**src/rtl/bcdt_pkg.sv**
```systemverilog
package bcdt_pkg;
  localparam int FW = 8;
  typedef logic [FW-1:0] bcd2_t;

  function automatic logic bcd_ok(input bcd2_t v, input bcd2_t top);
    return (v[3:0] <= 4'd9) && (v[7:4] <= 4'd9) && (v <= top);
  endfunction

  function automatic bcd2_t bcd_dec(input bcd2_t v, input bcd2_t top);
    if (v == '0)             return top;
    else if (v[3:0] == 4'd0) return {v[7:4] - 4'd1, 4'd9};
    else                     return {v[7:4], v[3:0] - 4'd1};
  endfunction

  function automatic bcd2_t bcd_inc(input bcd2_t v, input bcd2_t top);
    if (v == top)            return '0;
    else if (v[3:0] == 4'd9) return {v[7:4] + 4'd1, 4'd0};
    else                     return {v[7:4], v[3:0] + 4'd1};
  endfunction
endpackage

```
**src/rtl/bcdt_field.sv**
```systemverilog
module bcdt_field
  import bcdt_pkg::*;
#(
  parameter bcd2_t TOP = 8'h59
) (
  input  logic  clk,
  input  logic  rst_n,
  input  logic  sel,
  input  logic  ld,
  input  bcd2_t ld_val,
  input  logic  up,
  input  logic  dn,
  input  logic  cnt_en,
  output bcd2_t val,
  output logic  borrow
);
  logic  ld_good;
  bcd2_t nxt;

  assign ld_good = ld && bcd_ok(ld_val, TOP);
  assign borrow  = cnt_en && (val == '0);

  always_comb begin
    nxt = val;
    if (sel) begin
      if (ld_good)  nxt = ld_val;
      else if (up)  nxt = bcd_inc(val, TOP);
      else if (dn)  nxt = bcd_dec(val, TOP);
    end else if (cnt_en) begin
      nxt = bcd_dec(val, TOP);
    end
  end

  always_ff @(posedge clk) begin
    if (!rst_n) val <= '0;
    else        val <= nxt;
  end

  a_r3_field_in_range: assert property (@(posedge clk) disable iff (!rst_n)
    bcd_ok(val, TOP));
  a_r2_field_moves: assert property (@(posedge clk) disable iff (!rst_n)
    (cnt_en && !sel) |=> (val != $past(val)));
  a_r9_bad_load_ignored: assert property (@(posedge clk) disable iff (!rst_n)
    (sel && ld && !bcd_ok(ld_val, TOP) && !up && !dn) |=> $stable(val));
endmodule

```
**src/rtl/bcdt_ctrl.sv**
```systemverilog
module bcdt_ctrl
  import bcdt_pkg::*;
#(
  parameter bcd2_t WARN_SECS = 8'h10
) (
  input  bcd2_t hh,
  input  bcd2_t mm,
  input  bcd2_t ss,
  input  logic  tick,
  input  logic  run,
  input  logic  editing,
  output logic  count_go,
  output logic  zero,
  output logic  last_ten
);
  logic upper_clear;

  assign upper_clear = (hh == '0) && (mm == '0);
  assign zero        = upper_clear && (ss == '0);
  assign last_ten    = upper_clear && (ss != '0) && (ss <= WARN_SECS);
  assign count_go    = tick && run && !editing && !zero;
endmodule

```
**src/rtl/bcd_countdown.sv**
```systemverilog
module bcd_countdown
  import bcdt_pkg::*;
#(
  parameter bcd2_t SEC_TOP   = 8'h59,
  parameter bcd2_t MIN_TOP   = 8'h59,
  parameter bcd2_t HR_TOP    = 8'h23,
  parameter bcd2_t WARN_SECS = 8'h10,
  parameter int    SELW      = 2
) (
  input  logic            clk,
  input  logic            rst_n,
  input  logic            tick,
  input  logic            run,
  input  logic [SELW-1:0] edit_sel,
  input  logic            load_en,
  input  logic [FW-1:0]   load_val,
  input  logic            step_up,
  input  logic            step_dn,
  output logic [FW-1:0]   hours,
  output logic [FW-1:0]   minutes,
  output logic [FW-1:0]   seconds,
  output logic            zero,
  output logic            last_ten
);
  localparam int NF = 3;

  logic         editing;
  logic         count_go;
  logic [NF:0]  chain;
  bcd2_t        fv [NF];

  assign editing  = (edit_sel != '0);
  assign chain[0] = count_go;

  // field 0 = seconds (code 3), 1 = minutes (code 2), 2 = hours (code 1)
  for (genvar g = 0; g < NF; g++) begin : g_fld
    localparam bcd2_t TOPV = (g == 0) ? SEC_TOP : (g == 1) ? MIN_TOP : HR_TOP;
    logic sel_g;
    assign sel_g = (edit_sel == SELW'(NF - g));
    bcdt_field #(.TOP(TOPV)) u_f (
      .clk    (clk),
      .rst_n  (rst_n),
      .sel    (sel_g),
      .ld     (load_en),
      .ld_val (load_val),
      .up     (step_up),
      .dn     (step_dn),
      .cnt_en (chain[g]),
      .val    (fv[g]),
      .borrow (chain[g+1])
    );
  end

  assign seconds = fv[0];
  assign minutes = fv[1];
  assign hours   = fv[2];

  bcdt_ctrl #(.WARN_SECS(WARN_SECS)) u_ctrl (
    .hh       (hours),
    .mm       (minutes),
    .ss       (seconds),
    .tick     (tick),
    .run      (run),
    .editing  (editing),
    .count_go (count_go),
    .zero     (zero),
    .last_ten (last_ten)
  );

  a_r2_hold_when_stopped: assert property (@(posedge clk) disable iff (!rst_n)
    (!run && !load_en && !step_up && !step_dn) |=> $stable({hours, minutes, seconds}));
  a_r5_zero_sticks: assert property (@(posedge clk) disable iff (!rst_n)
    (zero && !editing) |=> zero);
  a_r6_warn_runs_out: assert property (@(posedge clk) disable iff (!rst_n)
    (last_ten && count_go) |=> (last_ten || zero));
  a_r10_edit_freezes: assert property (@(posedge clk) disable iff (!rst_n)
    (editing && !load_en && !step_up && !step_dn) |=> $stable({hours, minutes, seconds}));
  a_r4_no_hours_wrap: assert property (@(posedge clk) disable iff (!rst_n)
    !chain[NF]);
endmodule

```
**config.mk**
```make
export PLATFORM = sky130hd
export DESIGN_NAME = bcd_countdown
export DESIGN_NICKNAME = d
export VERILOG_FILES = /design/src/rtl/bcdt_pkg.sv /design/src/rtl/bcdt_field.sv /design/src/rtl/bcdt_ctrl.sv /design/src/rtl/bcd_countdown.sv
export SDC_FILE = /design/constraint.sdc
export NUM_CORES = 1
export LEC_CHECK = 0
export ABC_AREA = 1
export CORE_MARGIN = 3
export CORE_UTILIZATION = 31
export CTS_BUF_LIST = sky130_fd_sc_hd__clkbuf_4 sky130_fd_sc_hd__clkbuf_8
export CTS_CLUSTER_SIZE = 30
export DETAILED_ROUTE_END_ITERATION = 7
export HOLD_SLACK_MARGIN = 0.08
export PLACE_DENSITY = 0.56
export SLEW_MARGIN = 20
export SYNTH_ARGS = -nofsm -noshare
export SYNTH_HDL_FRONTEND = slang
export SYNTH_SLANG_ARGS = --single-unit
```
**constraint.sdc**
```tcl
create_clock -name clk -period 5.05 [get_ports clk]
set_input_delay 0.7575 -clock clk [delete_from_list [all_inputs] [get_ports clk]]
set_output_delay 0.7575 -clock clk [all_outputs]
set_load 0.02 [all_outputs]
```
* Yosys cells after proc, flatten, opt, wreduce, memory -nomap -nowiden
Index checks and enable logic that the tools add are counted.
Storage, ports and cells: word-level logic and storage cells 98, bits in registers 24, output and inout bits 26
Operators by class: eq/ne operators 15, reductions and logical operators 33, add/subtract/negate cells 12, muxes and demuxes 27, $lt $le $gt $ge 5
Operators by type and width (count):
- two-way mux 8 bit | 27
- adder 4 x 1 -> 4 bit (second input constant) | 6
- zero test 8 bit | 3
- subtractor 4 x 1 -> 4 bit (second input constant) | 6
- == test 8 x 7 -> 1 bit (second input constant) | 2
- inequality test 5 x 2 -> 1 bit (second input constant) | 3
- logical AND 1 bit | 14
- == test 4 bit (second input constant) | 3
- zero test 4 bit | 3
- inequality test 4 x 3 -> 1 bit (second input constant) | 3
- AND reduction 3 bit | 3
- == test 8 x 6 -> 1 bit (second input constant) | 1
- less-or-equal comparator 4 bit (second input constant) | 2
- less-or-equal comparator 8 x 5 -> 1 bit (second input constant) | 1
- less-or-equal comparator 8 x 6 -> 1 bit (second input constant) | 1
- less-or-equal comparator 8 x 7 -> 1 bit (second input constant) | 1
- nonzero test 2 bit | 4
- nonzero test 8 bit | 1
- AND reduction 2 bit | 3
- == test 2 bit (second input constant) | 2
- == test 2 x 1 -> 1 bit (second input constant) | 1
- zero test 1 bit | 2

* Longest topological paths before layout
word-level depth 9, depth in mapped cells 13, mapped depth without buffers 13

* Hierarchy
Synthesis repeated with hierarchy kept, for this count alone.
Second synthesis, totals: cell total of the unflattened synthesis 559, area total of the unflattened synthesis 3205.6 µm²
Modules (own cells, without submodules):
- bcdt_field (g_fld[0].u_f ...) | instances 2, area an instance 1032.2 µm², cells an instance 177, seq. area each 160.2 µm²
- bcdt_field (g_fld[2].u_f) | instances 1, area an instance 967.2 µm², cells an instance 164, seq. area each 160.2 µm²
- bcdt_ctrl | instances 1, area an instance 147.6 µm², cells an instance 34, seq. area each 0.0 µm²
- bcd_countdown | instances 1, area an instance 26.3 µm², cells an instance 7, seq. area each 0.0 µm²

* Least setup slack after synthesis
OpenSTA, ideal clock, no wires.
kind register to output, start register g_fld[0].u_f.val[0], end output last_ten, cell stages (with the launch flop) 6, path buffers 0, setup slack 2479 ps, required time 4293 ps, arrival time 1813 ps, cell sequence dfxtp_1 > inv_1 > ha_1 > nand2_2 > inv_1 > a221oi_1
On the way: word-level cells in the longest chain between the ends 3, elaborated cells between the ends (all ways) 4, classes of those cells order compare: 1; reduce/logical: 3
RTL lines:
- start, declared | RTL line bcdt_field.sv:14 | output bcd2_t val,
- start signal, assigned | RTL line bcdt_field.sv:36 | else val <= nxt;
- parallel branches: the longest is 2 deep, another holds less-or-equal comparator 8 x 5 -> 1 bit
- logical AND 1 bit (*) | RTL line bcdt_ctrl.sv:20 | assign last_ten = upper_clear && (ss != '0) && (ss <= WARN_SECS);
- end, declared | RTL line bcd_countdown.sv:23 | output logic last_ten
Mark *: on every way between the ends.

* Worst setup path after layout
start register g_fld[1].u_f.val[0], end output last_ten
On the way: word-level cells in the longest chain between the ends 4
RTL lines:
- start, declared | RTL line bcdt_field.sv:14
- start signal, assigned | RTL line bcdt_field.sv:36
- zero test 8 bit | RTL line bcdt_ctrl.sv:18 | assign upper_clear = (hh == '0) && (mm == '0);
- logical AND 1 bit | RTL line bcdt_ctrl.sv:18
- logical AND 1 bit (2 in series) | RTL line bcdt_ctrl.sv:20
No other way between the ends.

==> results.py <==
metrics = {
    "floorplan": {
        "die_y_um": 101,
        "num_io_pins": 43,
        "placementRows": 33,
        "chipWidth_um": 101,
        "initial_utilization": 0.328,
        "die_area_um2": 10100,
        "core_area_um2": 8460,
    },
    "critical_path": {
        "end_kind": "output port",
        "worst-setup-path-type": "reg -> out",
        "crit_chain": "inv_1 -> ha_1 -> nand3_2 -> nor2_2 -> nand3_1 -> a221oi_1 -> clkdlybuf4s50_1",
        "rrSetupSlack_ns": 3.16,
        "critPathSlowestCell": "clkdlybuf4s50_1",
        "cp.required_ns": 4.29,
        "worstPathArrival_ns": 2.46,
        "max_stage_delay_ns": 0.65,
        "cp_max_fo": 7,
        "start_kind": "flop",
    },
    "flow_run": {
        "max_cap_violations": 0,
    },
    "route": {
        "dr_total_vias": 3069,
        "drc_errors": 0,
        "wl_per_cell_um": 12.6,
        "dr.pass1.iters": 4,
        "drtIter0Drc": 135,
        "via_per_inst": 4.87,
        "routed_wl_um": 7930,
        "ant_nets": 0,
    },
    "sta": {
        "rsz0062_at_grt": "false",
        "setup-violations-final": 0,
        "period_needed_ns": 3.22,
        "fin_skew_ns": 0.00259,
        "period_share": 0.638,
        "relSlewSlack": 0.342,
        "max_freq_ghz": 0.310,
        "maxSlewViolCount": 0,
        "finalHoldViolations": 0,
        "tns_ns": 0,
        "tightest_slew_ns": 0.983,
    },
    "logic_synthesis": {
        "synthTopCellsByArea": "nand2_1 20%, dfxtp_1 17%, nand3_1 11%, nor2_1 10%, ha_1 7.7%",
        "yosysSeqAreaShare": 0.173,
        "ys_types": 32,
        "synth_top_cell_by_area": "nand2_1",
        "syn-mean-instance-area_um2": 5.72,
        "async_flop_share": 0,
        "yosys_warnings": 0,
        "synthFlopType": "dfxtp_1",
        "synth_seq_cells": 24,
        "syn_nets": 519,
        "syn_area_um2": 2770,
        "syn_inst": 485,
        "synth_edf_count": 0,
        "synth_top_area_share": 0.198,
    },
    "final_layout": {
        "diodes": 0,
        "num-nets-final": 561,
        "fin_area_um2": 3340,
        "largest_register_ffs": 24,
        "regMostFlops": "g_fld.u_f.val",
        "area_growth_pct": 20.4,
        "utilization": 0.395,
        "drive_gt1_frac": 0.0819,
        "layout.cells.non_filler": 630,
        "largestRegisters": "g_fld.u_f.val x24",
    },
    "power_and_ir_drop": {
        "finalPower_uw": 701,
        "p_per_area_nw_per_um2": 210,
        "cellLeakagePower_uw": 0.00158,
        "peakVddDrop_v": 0.000124,
    },
    "placement": {
        "routabilityCongestion": 0.838,
        "placed_cell_area_um2": 3300,
        "dp.cells": 627,
        "dp_hpwl_um": 6250,
        "portBuffers": 42,
    },
    "clocking": {
        "cts.clk_slew.worst_paths_ns": 0.10,
        "ctsResizeCount": 0,
        "numCtsBuffers": 3,
        "clock_latency_ns": 0.27,
        "htree_levels": 1,
        "cts_root_buf": "clkbuf_8",
        "postCtsSetupBuffers": 0,
        "tritoncts": "built",
        "cts_buffer_depth": 2,
        "postCtsHoldBufs": 0,
        "cts_sinks": 24,
    },
    "grt": {
        "grt_antenna_before_repair": 0,
        "track_usage": 0.160,
        "grt_pass1_vias": 2814,
        "gr-total-overflow": 0,
        "grt_max_degree": 25,
        "grt_pass1_wl_um": 13400,
    },
    "min_path": {
        "hold_path.class": "reg -> reg",
    },
    "run_status": {
        "status": "complete, no violations",
    },
}
worst max-delay path, delay by kind of cell (launching register included):
| family | cells | cell delay (ns) |
|---|---|---|
| AO/OA/AOI/OAI | 1 | 0.25 |
| adder cells (fa/ha/maj) | 1 | 0.24 |
| buffers and inverters | 2 | 0.76 |
| flip-flops | 1 | 0.38 |
| AND/OR/NAND/NOR | 3 | 0.55 |
kinds of logic after synthesis:
group           after synthesis  synth area share
xor+xnor                     10            0.0316
compound gates               42            0.0826
flops                        24             0.173
simple gates                331             0.550
fa+ha+maj                    17            0.0767
buf+inv                      61            0.0857
metrics by stage:
step                hold slack [ns]  worst slack (ns)
finish                        0.579              1.83
global route                  0.635              1.58
CTS                           0.588              1.78
detailed placement            0.573              2.11
global placement              0.550              2.19
floorplan                     0.611              2.48
worst paths after layout:
path         depth (start not counted)                 from                  end
max reg2reg                         10  g_fld[0].u_f.val[0]  g_fld[0].u_f.val[6]
min                                  2  g_fld[2].u_f.val[0]  g_fld[2].u_f.val[0]
max                                  7  g_fld[1].u_f.val[0]             last_ten
min reg2reg                          2  g_fld[2].u_f.val[0]  g_fld[2].u_f.val[0]
synth_stat cells, types with 3 or more instances:
master and n:
a21oi_1 12, buf_2 3, dfxtp_1 24, ha_1 17, inv_1 48, inv_2 7, nand2_1 146, nand2_2 13
nand3_1 62, nand3_2 3, nand4_1 13, nor2_1 74, nor2_4 6, nor3_1 4, o211ai_1 4, o21ai_0 18
o21ai_1 5, xor2_1 8
power breakdown:
group / internal, µW / total, µW / switching (µW)
clock: 53.7 / 125 / 71.3
combinational: 133 / 343 / 210
sequential: 206 / 233 / 27.1
total: 393 / 701 / 309
layout make-up:
type | instances | area, µm²
Clock buffer | 3 | 41.3
Fill cell | 930 | 5120
Inverter | 56 | 211
Multi-Input combinational cell | 400 | 2050
Sequential cell | 24 | 480
Tap cell | 105 | 131
Timing Repair Buffer | 42 | 420
routing by layer:
metal | wire length, µm | up-vias | track usage
met5 | 0 | - | 0
met4 | 33 | 0 | 0.0176
met3 | 396 | 2 | 0.0263
met2 | 3640 | 60 | 0.272
met1 | 3850 | 1364 | 0.220
li1 | - | 1643 | -
cells in the final DEF, fill, tap and decap left out, types with 2 or more instances in the layout:
cell,n
nand2_1,146
nor2_1,74
nand3_1,62
inv_1,48
clkdlybuf4s50_1,42
dfxtp_1,24
o21ai_0,18
ha_1,17
nand2_2,13
nand4_1,13
a21oi_1,12
xor2_1,8
inv_2,7
nor2_4,6
o21ai_1,5
nor3_1,4
o211ai_1,4
nand3_2,3
clkbuf_8,3
nor2_2,2
nand3_4,2
or2_2,2
xnor2_1,2
No activity file was read; power rests on OpenSTA's default activity.
